<file path="src/rtl/uart_rx_pkg.sv">
package uart_rx_pkg;

  localparam int DATA_W = 8;

  // Queue entry: character plus its own error marks
  typedef struct packed {
    logic              brk;
    logic              frm;
    logic              par;
    logic [DATA_W-1:0] data;
  } rx_entry_t;

  typedef enum logic [2:0] {
    RS_IDLE,
    RS_START,
    RS_DATA,
    RS_PAR,
    RS_STOP,
    RS_BRK
  } rx_state_e;

  localparam int ST_DR  = 0;
  localparam int ST_OVR = 1;
  localparam int ST_PAR = 2;
  localparam int ST_FRM = 3;
  localparam int ST_BRK = 4;
  localparam int ST_W   = 5;

endpackage

</file>
<file path="src/rtl/uart_rx_sync.sv">
module uart_rx_sync #(
  parameter int STAGES = 2
) (
  input  logic clk,
  input  logic rst_n,
  input  logic d_i,
  output logic q_o
);
  logic [STAGES-1:0] sr_q;
  logic [STAGES-1:0] sr_d;

  always_comb sr_d = {sr_q[STAGES-2:0], d_i};

  always_ff @(posedge clk or negedge rst_n) begin
    if (!rst_n) sr_q <= '1;
    else        sr_q <= sr_d;
  end

  assign q_o = sr_q[STAGES-1];
endmodule

</file>
<file path="src/rtl/uart_rx_frame.sv">
module uart_rx_frame
  import uart_rx_pkg::*;
#(
  parameter int OVS = 16
) (
  input  logic      clk,
  input  logic      rst_n,
  input  logic      tick_i,
  input  logic      rx_i,
  input  logic [1:0] len_i,
  input  logic      pen_i,
  input  logic      podd_i,
  output logic      push_o,
  output rx_entry_t entry_o,
  output logic      brk_idle_o
);
  localparam int CW = $clog2(OVS);
  localparam logic [CW-1:0] MID  = CW'(OVS/2 - 1);
  localparam logic [CW-1:0] LAST = CW'(OVS - 1);

  rx_state_e         state_q, state_d;
  logic [CW-1:0]     cnt_q, cnt_d;
  logic [2:0]        bit_q, bit_d;
  logic [DATA_W-1:0] sh_q, sh_d;
  logic              pbit_q, pbit_d;
  logic              zero_q, zero_d;

  logic [2:0]        last_bit;
  logic [DATA_W-1:0] aligned;
  logic              par_bad;
  logic              at_end;

  always_comb begin
    last_bit = 3'd4 + {1'b0, len_i};
    aligned  = sh_q >> (3'd3 - {1'b0, len_i});
    par_bad  = pen_i & ((^aligned) ^ pbit_q ^ podd_i);
    at_end   = (cnt_q == LAST);
  end

  always_comb begin
    state_d = state_q;
    cnt_d   = cnt_q;
    bit_d   = bit_q;
    sh_d    = sh_q;
    pbit_d  = pbit_q;
    zero_d  = zero_q;
    push_o  = 1'b0;
    entry_o = '0;
    if (tick_i) begin
      cnt_d = cnt_q + 1'b1;
      unique case (state_q)
        RS_IDLE: begin
          if (!rx_i) begin
            state_d = RS_START;
            cnt_d   = '0;
          end
        end
        RS_START: begin
          if (cnt_q == MID) begin
            cnt_d = '0;
            if (!rx_i) begin
              state_d = RS_DATA;
              bit_d   = '0;
              zero_d  = 1'b1;
            end else begin
              state_d = RS_IDLE;
            end
          end
        end
        RS_DATA: begin
          if (at_end) begin
            sh_d   = {rx_i, sh_q[DATA_W-1:1]};
            zero_d = zero_q & ~rx_i;
            bit_d  = bit_q + 1'b1;
            if (bit_q == last_bit) state_d = pen_i ? RS_PAR : RS_STOP;
          end
        end
        RS_PAR: begin
          if (at_end) begin
            pbit_d  = rx_i;
            zero_d  = zero_q & ~rx_i;
            state_d = RS_STOP;
          end
        end
        RS_STOP: begin
          if (at_end) begin
            push_o = 1'b1;
            if (zero_q && !rx_i) begin
              entry_o.brk = 1'b1;
              state_d     = RS_BRK;
            end else begin
              entry_o.data = aligned;
              entry_o.par  = par_bad;
              entry_o.frm  = ~rx_i;
              if (rx_i) begin
                state_d = RS_IDLE;
              end else begin
                // bad stop bit doubles as the next start bit
                state_d = RS_DATA;
                bit_d   = '0;
                zero_d  = 1'b1;
              end
            end
          end
        end
        RS_BRK: begin
          if (rx_i) state_d = RS_IDLE;
        end
        default: state_d = RS_IDLE;
      endcase
    end
  end

  always_ff @(posedge clk or negedge rst_n) begin
    if (!rst_n) begin
      state_q <= RS_IDLE;
      cnt_q   <= '0;
      bit_q   <= '0;
      sh_q    <= '0;
      pbit_q  <= 1'b0;
      zero_q  <= 1'b0;
    end else if (tick_i) begin
      state_q <= state_d;
      cnt_q   <= cnt_d;
      bit_q   <= bit_d;
      sh_q    <= sh_d;
      pbit_q  <= pbit_d;
      zero_q  <= zero_d;
    end
  end

  assign brk_idle_o = (state_q == RS_BRK);
endmodule

</file>
<file path="src/rtl/uart_rx_fifo.sv">
module uart_rx_fifo
  import uart_rx_pkg::*;
#(
  parameter int DEPTH = 16,
  localparam int AW = $clog2(DEPTH),
  localparam int CW = AW + 1
) (
  input  logic          clk,
  input  logic          rst_n,
  input  logic          push_i,
  input  rx_entry_t     din_i,
  input  logic          pop_i,
  output rx_entry_t     head_o,
  output logic          empty_o,
  output logic          full_o,
  output logic [CW-1:0] count_o,
  output logic          head_new_o,
  output rx_entry_t     next_head_o
);
  // DEPTH must be a power of two: pointers wrap naturally
  rx_entry_t     mem [DEPTH];
  logic [AW-1:0] wr_q, wr_d, rd_q, rd_d;
  logic [CW-1:0] cnt_q, cnt_d;
  logic          push_ok, pop_ok;

  always_comb begin
    empty_o = (cnt_q == '0);
    full_o  = (cnt_q == CW'(DEPTH));
    push_ok = push_i & ~full_o;
    pop_ok  = pop_i & ~empty_o;
    wr_d    = push_ok ? wr_q + 1'b1 : wr_q;
    rd_d    = pop_ok  ? rd_q + 1'b1 : rd_q;
    cnt_d   = cnt_q + CW'(push_ok) - CW'(pop_ok);
    if (pop_ok) head_new_o = (cnt_q > CW'(1)) | push_ok;
    else        head_new_o = push_ok & empty_o;
    next_head_o = (pop_ok && cnt_q > CW'(1)) ? mem[rd_q + 1'b1] : din_i;
  end

  always_ff @(posedge clk or negedge rst_n) begin
    if (!rst_n) begin
      wr_q  <= '0;
      rd_q  <= '0;
      cnt_q <= '0;
    end else begin
      wr_q  <= wr_d;
      rd_q  <= rd_d;
      cnt_q <= cnt_d;
    end
  end

  always_ff @(posedge clk) begin
    if (push_ok) mem[wr_q] <= din_i;
  end

  assign head_o  = mem[rd_q];
  assign count_o = cnt_q;
endmodule

</file>
<file path="src/rtl/uart_rx_stat.sv">
module uart_rx_stat
  import uart_rx_pkg::*;
(
  input  logic      clk,
  input  logic      rst_n,
  input  logic      rd_i,
  input  logic      ovf_i,
  input  logic      head_new_i,
  input  rx_entry_t next_head_i,
  output logic      ovr_o,
  output logic      par_o,
  output logic      frm_o,
  output logic      brk_o
);
  logic [3:0] flg_q, flg_d, evt;

  always_comb begin
    evt   = {head_new_i & next_head_i.brk,
             head_new_i & next_head_i.frm,
             head_new_i & next_head_i.par,
             ovf_i};
    // a fresh event outranks the clearing read
    flg_d = (rd_i ? 4'b0 : flg_q) | evt;
  end

  always_ff @(posedge clk or negedge rst_n) begin
    if (!rst_n) flg_q <= '0;
    else        flg_q <= flg_d;
  end

  assign {brk_o, frm_o, par_o, ovr_o} = flg_q;
endmodule

</file>
<file path="src/rtl/uart_rx_lsr.sv">
module uart_rx_lsr
  import uart_rx_pkg::*;
#(
  parameter int DEPTH = 16,
  parameter int OVS   = 16,
  parameter int SYNC  = 2
) (
  input  logic        clk,
  input  logic        rst_n,
  input  logic        tick,
  input  logic        rx,
  input  logic [1:0]  data_len,
  input  logic        par_en,
  input  logic        par_odd,
  input  logic        pop,
  input  logic        status_rd,
  output logic [7:0]  head_data,
  output logic [4:0]  status
);
  localparam int CW = $clog2(DEPTH) + 1;

  logic          rx_s;
  logic          frame_push, brk_idle;
  rx_entry_t     frame_entry, head, next_head;
  logic          q_empty, q_full, head_new, ovf_evt;
  logic [CW-1:0] q_count;
  logic          f_ovr, f_par, f_frm, f_brk;

  uart_rx_sync #(.STAGES(SYNC)) u_sync (
    .clk(clk), .rst_n(rst_n), .d_i(rx), .q_o(rx_s)
  );

  uart_rx_frame #(.OVS(OVS)) u_frame (
    .clk(clk), .rst_n(rst_n), .tick_i(tick), .rx_i(rx_s),
    .len_i(data_len), .pen_i(par_en), .podd_i(par_odd),
    .push_o(frame_push), .entry_o(frame_entry), .brk_idle_o(brk_idle)
  );

  uart_rx_fifo #(.DEPTH(DEPTH)) u_fifo (
    .clk(clk), .rst_n(rst_n), .push_i(frame_push), .din_i(frame_entry),
    .pop_i(pop), .head_o(head), .empty_o(q_empty), .full_o(q_full),
    .count_o(q_count), .head_new_o(head_new), .next_head_o(next_head)
  );

  assign ovf_evt = frame_push & q_full;

  uart_rx_stat u_stat (
    .clk(clk), .rst_n(rst_n), .rd_i(status_rd), .ovf_i(ovf_evt),
    .head_new_i(head_new), .next_head_i(next_head),
    .ovr_o(f_ovr), .par_o(f_par), .frm_o(f_frm), .brk_o(f_brk)
  );

  always_comb begin
    status         = '0;
    status[ST_DR]  = ~q_empty;
    status[ST_OVR] = f_ovr;
    status[ST_PAR] = f_par;
    status[ST_FRM] = f_frm;
    status[ST_BRK] = f_brk;
    head_data      = q_empty ? 8'h00 : head.data;
  end
endmodule

</file>
<file path="config.mk">
export PLATFORM = sky130hd
export DESIGN_NAME = uart_rx_lsr
export DESIGN_NICKNAME = d
export VERILOG_FILES = /design/src/rtl/uart_rx_pkg.sv /design/src/rtl/uart_rx_sync.sv /design/src/rtl/uart_rx_frame.sv /design/src/rtl/uart_rx_fifo.sv /design/src/rtl/uart_rx_stat.sv /design/src/rtl/uart_rx_lsr.sv
export SDC_FILE = /design/constraint.sdc
export NUM_CORES = 1
export LEC_CHECK = 0
export BUFFER_PORTS_ARGS = -buffer_cell sky130_fd_sc_hd__buf_4
export CORE_MARGIN = 2
export CORE_UTILIZATION = 55
export DETAILED_ROUTE_END_ITERATION = 10
export PLACE_DENSITY = 0.75
export SLEW_MARGIN = 30
export SYNTH_ARGS = -nofsm -noshare
export SYNTH_HDL_FRONTEND = slang
export SYNTH_HIERARCHICAL = 1
export SYNTH_SLANG_ARGS = --single-unit
</file>
<file path="constraint.sdc">
create_clock -name clk -period 3.93 [get_ports clk]
set_input_delay 0.393 -clock clk [delete_from_list [all_inputs] [get_ports clk]]
set_output_delay 0.393 -clock clk [all_outputs]
set_load 0.005 [all_outputs]
</file>
* Word-level counts from Yosys, hierarchy flattened
Memory sizes are Yosys's and may differ from the RTL's.
Index checks and enable logic that the tools add are counted.
** Storage, ports and cells
- Input port bits :: 10
- Register bits :: 39
- Memories kept :: 1
- Output and inout bits :: 13
- Bits in writable memories :: 176
** Memories
- u_fifo.mem :: depth 16, width 11, rd ports 2, clocked after memory_dff 0, write ports 1, line uart_rx_fifo.sv:21 : rx_entry_t mem [DEPTH];
** Operators by class
- Eq/ne operators :: 18
- Shift-type cells :: 1
- Add/subtract/negate cells :: 8
- Bitwise logic cells :: 16
- Magnitude comparators :: 1
- Multiplexer cells :: 40
- Reductions and logical operators :: 14
** Operator list (number)
- $mux 11 :: 4
- $mux 3 :: 14
- $pmux 3 s6 :: 1
- $ne 2x1->1 const B :: 7
- $add 4x1->4 const B :: 3
- $mux 1 :: 12
- $mux 4 :: 3
- $reduce_and 6->1 :: 2
- $mux 10 :: 1
- $and 1x1->1 :: 9
- $pmux 3 s3 :: 1
- $mux 8 :: 1
- $pmux 4 s2 :: 1
- $reduce_and 8->1 :: 1
- $reduce_xor 8->1 :: 1
- $shr 8x3->8 :: 1
- $eq 3x2->1 const B :: 2
- $eq 3x3->1 const B :: 2
- $reduce_and 3->1 :: 2
- $reduce_bool 3->1 :: 2
- $add 5x1->5 :: 1
- $eq 5x5->1 const B :: 1
- $gt 5x1->1 const B :: 1
- $logic_not 5->1 :: 1
- other kinds (19) :: 24

* Depth between registers and ports, before layout
- Depth after elaboration :: 13
- Depth in mapped cells :: 15

* Cells and area by module
Netlist, hierarchy kept.
** By module, submodules not included
- uart_rx_fifo :: cells each 570, times used 1, area each 9298.9 um^2
- uart_rx_frame :: cells each 187, times used 1, area each 1556.5 um^2
- uart_rx_stat :: cells each 9, times used 1, area each 138.9 um^2
- uart_rx_lsr :: cells each 14, times used 1, area each 90.1 um^2
- uart_rx_sync :: cells each 2, times used 1, area each 52.6 um^2

* Least setup slack after synthesis
OpenSTA, ideal clock, no wires.
- Path type :: register to register
- Start :: reg u_frame.cnt_q[0]
- End :: reg u_fifo.cnt_q[4] (netlist: u_fifo/count_o[4])
- Data arrival time :: 2.693 ns
- Cell stages (with the launch flop) :: 16
- Setup slack :: 1.158 ns
- Clock period less this slack :: 2.772 ns
- Required time :: 3.851 ns
- Library setup time :: 0.079 ns
- Cell sequence :: dfrtp_1 -> ha_1 -> and3_1 -> buf_2 -> nand3_1 -> inv_1 -> a21boi_2 -> inv_1 -> ha_1 -> inv_1 -> ha_1 -> fa_1 -> a21oi_1 -> nor2_1 -> nor2_1 -> xor2_1
** On the way
- Longest elaborated chain between the ends :: 7
** RTL lines
- start: declaration :: line uart_rx_frame.sv:22 : logic [CW-1:0] cnt_q, cnt_d;
- start signal: assignment :: line uart_rx_frame.sv:124 : cnt_q <= cnt_d;
- $eq 4x4->1 :: line uart_rx_frame.sv:37 : at_end = (cnt_q == LAST);
- $mux 1 :: line uart_rx_frame.sv:86 : if (at_end) begin
- $mux 1 :: line uart_rx_frame.sv:51 : unique case (state_q)
- $mux 1 :: line uart_rx_frame.sv:49 : if (tick_i) begin
- via frame_push :: line uart_rx_lsr.sv:23 : logic frame_push, brk_idle;
- $and 1x1->1 :: line uart_rx_fifo.sv:29 : push_ok = push_i & ~full_o;
- $add 5x1->5 :: line uart_rx_fifo.sv:33 : cnt_d = cnt_q + CW'(push_ok) - CW'(pop_ok);
- $sub 5x1->5 :: line uart_rx_fifo.sv:33
- via u_fifo.cnt_d[4] :: line uart_rx_fifo.sv:23 : logic [CW-1:0] cnt_q, cnt_d;
- end signal: assignment :: line uart_rx_fifo.sv:47 : cnt_q <= cnt_d;
- end: declaration :: line uart_rx_fifo.sv:23
The timed path passes the listed nets, and every way through them passes these cells.
A chain may end at the register's enable or synchronous reset.

* Worst setup path in the final report
- Start :: reg u_frame.state_q[2]
- End :: reg u_fifo.cnt_q[4] (netlist: u_fifo/count_o[4])
** On the way
- Longest elaborated chain between the ends :: 6
** RTL lines
- start: declaration :: line uart_rx_frame.sv:21 : rx_state_e state_q, state_d;
- start signal: assignment :: line uart_rx_frame.sv:123 : state_q <= state_d;
- $eq 3x3->1 :: line uart_rx_frame.sv:51
- $mux 1 :: line uart_rx_frame.sv:51
- $mux 1 :: line uart_rx_frame.sv:49
- via frame_push :: line uart_rx_lsr.sv:23
- $and 1x1->1 :: line uart_rx_fifo.sv:29
- $add 5x1->5 :: line uart_rx_fifo.sv:33
- $sub 5x1->5 :: line uart_rx_fifo.sv:33
- via u_fifo.cnt_d[4] :: line uart_rx_fifo.sv:23
The timed path passes the listed nets, and every way through them passes these cells.

==> flow_summary.yaml <==
status:
  status: "complete, no violations"
timing:
  grt_setup_unrepaired: "no"
  post-route-period-util_pct: 83.3
  skew_ns: 0.0115
  hold_viol: 0
  hold_ws_ns: 0.233
  slew_headroom_pct: 39.3
  drv_slew: 0
  max_freq_mhz: 305
  period_needed_ns: 3.27
  worstMarginPinSlew_ns: 0.906
  setup_viol: 0
  tns_ns: 0
floorplanning:
  initial_core_util_pct: 56.4
  die_w_um: 137
  die_h_um: 137
  rows: 48
  coreArea_um2: 17300
  io_pins: 23
  die-area_um2: 18800
grt:
  grt_use_met1_pct: 29.7
  grt_pass1_wl_um: 30200
  grt_pass1_vias: 5421
  use_met2_pct: 34.5
  grt_antenna_before_repair: 0
  grt-ovfl-total: 0
  grt-busiest-layer: "met2"
  grt_max_degree: 65
  met3_usage_pct: 3.81
  grt_usage_pct: 21.2
clock_network:
  cts_tree: "built"
  cts_setup_buffers: 0
  clock_sinks: 215
  htree_levels: 1
  cts_buffer_depth: 3
  cts_root_buffer: "clkbuf_16"
  path_clk_slew_ns: 0.06
  cts_buffers: 21
  clk_latency_ns: 0.49
worst_setup_path:
  crit_path_frequent_cell: "inv_1"
  crit_buf_inv: 3
  critical_path.max_stage_delay_ns: 0.60
  startpoint_type: "flop"
  cp_slowest_cell: "dfrtp_1"
  critPathArrivalTime_ns: 3.68
  worstSetupEndpointType: "flop"
  cp_max_fo: 15
  crit_required_ns: 4.34
  crit_family: "adder cells"
  worstSetupPathType: "reg -> reg"
  worstPathCellList: "nor2b_1 > nand3_1 > inv_1 > a21boi_2 > inv_1 > ha_1 > inv_1 > ha_1 > fa_1 > a21oi_1 > nor2_1 > nor2_1 > xor2_1"
power:
  power_density_nw_per_um2: 615
  p_leak_nw: 3.72
  clkPwrFrac_pct: 30.2
  combPwrFrac_pct: 28.4
  power.share.switching_pct: 30.5
  max-vdd-ir-drop_mv: 0.371
  seq_power_share_pct: 41.5
  p_switching_mw: 2.01
  intPower_mw: 4.58
detailed_routing:
  avgRoutedWirePerCell_um: 20.8
  vias_per_cell: 5.97
  drtAntennaViolNets: 0
  drt_pre_antenna_iters: 5
  drt_iter0_drc: 438
  vias: 5473
  drc_errors: 0
  finalWirelength_um: 19100
synth:
  avgSynthCellArea_um2: 14.7
  synth_area_um2: 9750
  yosysWarnings: 6
  syn_inst: 664
  synth_fp_nets: 691
flow_run:
  max_cap_violations: 0
finish:
  nNetsFinal: 706
  fillers: 1230
  drive_above_1_share_pct: 19.4
  fin_util_pct: 62.0
  area_growth_syn_to_layout_pct: 9.98
  antennaDiodeCount: 0
hold_path:
  hp-class: "in -> reg"
placed_design:
  place_congestion: 0.859
  portBuffers: 22
  dpl.hpwl_um: 12000
metal layers:
metal  wire [µm]  up-vias
met5           0        -
li1            -     2498
met1        8190     2779
met4         369        0
met2        9350      165
met3        1190       31
cells in the final DEF (no fill, tap or decap), types with 13 or more instances in the layout:
cell / count
ha_1: 16
edfxtp_1: 176
buf_4: 45
nor2b_1: 13
a21oi_1: 19
clkbuf_16: 21
dfrtp_1: 36
nand2_1: 55
mux2i_1: 33
mux4_2: 28
xnor2_1: 17
inv_1: 21
nor2_1: 31
o21ai_0: 28
power by group through the flow:
| stage | Combinational (mW) | Clock, mW | Sequential, mW |
|---|---|---|---|
| 3_5_place_dp | 1.86 | 0 | 2.78 |
| 6_report | 1.87 | 1.99 | 2.73 |
| 3_3_place_gp | 1.80 | 0 | 2.76 |
| 4_1_cts | 1.88 | 2.02 | 2.73 |
| 5_1_grt | 2.05 | 2.11 | 2.76 |
| 2_1_floorplan | 1.77 | 0 | 2.67 |
registers in the layout (all words and copies together) (netlist names), 2 cells and up:
signal / cells
u_frame/bit_q: 3
u_frame/state_q: 3
u_fifo/mem: 176
u_fifo/wr_q: 4
u_frame/sh_q: 8
u_sync/sr_q: 2
u_fifo/rd_q: 4
u_fifo/count_o: 5
u_stat/flg_q: 4
u_frame/cnt_q: 4
worst reg2reg max path, stage by stage, from the launching register on:
cell	delay, ns
dfrtp_1	0.60
nor2b_1	0.35
nand3_1	0.19
inv_1	0.12
a21boi_2	0.40
inv_1	0.09
ha_1	0.28
inv_1	0.04
ha_1	0.21
fa_1	0.42
a21oi_1	0.16
nor2_1	0.06
nor2_1	0.12
xor2_1	0.16
through the flow:
| stage | setup WS (ns) | cells | area [µm²] | power [mW] |
|---|---|---|---|---|
| 6_report | 0.656 | 917 | 10700 | 6.59 |
| 4_1_cts | 0.677 | 917 | 10700 | 6.63 |
| 5_1_grt | 0.385 | 917 | 10700 | 6.92 |
| 3_3_place_gp | 0.913 | 879 | 10000 | 4.55 |
| 3_5_place_dp | 0.711 | 879 | 10000 | 4.63 |
| 2_1_floorplan | 1.16 | 664 | 9750 | 4.44 |
layout make-up:
class                           instances  area (µm²)  share of cell area [%]
Inverter                               26        97.6                   0.910
Clock inverter                         11         136                    1.27
Sequential cell                       215        6270                    58.4
Multi-Input combinational cell        367        3020                    28.2
Clock buffer                           25         541                    5.04
Tap cell                              225         282                    2.63
Timing Repair Buffer                   48         378                    3.52
path summary, 6_finish.rpt:
path | start | endpoint | slack, ns | cells after the start
max | u_frame/state_q[2]$_DFFE_PN0P_ | u_fifo/count_o[4]$_DFF_PN0_ | 0.66 | 13
min | status_rd | u_stat/flg_q[0]$_DFF_PN0_ | 0.23 | 3
max reg2reg | u_frame/state_q[2]$_DFFE_PN0P_ | u_fifo/count_o[4]$_DFF_PN0_ | 0.66 | 13
min reg2reg | u_sync/sr_q[0]$_DFF_PN1_ | u_sync/sr_q[1]$_DFF_PN1_ | 0.35 | 0
max in group asynchronous | rst_n | u_fifo/rd_q[0]$_DFFE_PN0N_ | 3.14 | 2
min in group asynchronous | rst_n | u_frame/state_q[1]$_DFFE_PN0P_ | 0.42 | 2
timing repair:
action,CTS,global route
endpoints found under the hold margin,38,0
hold buffers,2,0
resized for setup,0,0
Power figures use the tool's default switching activity.
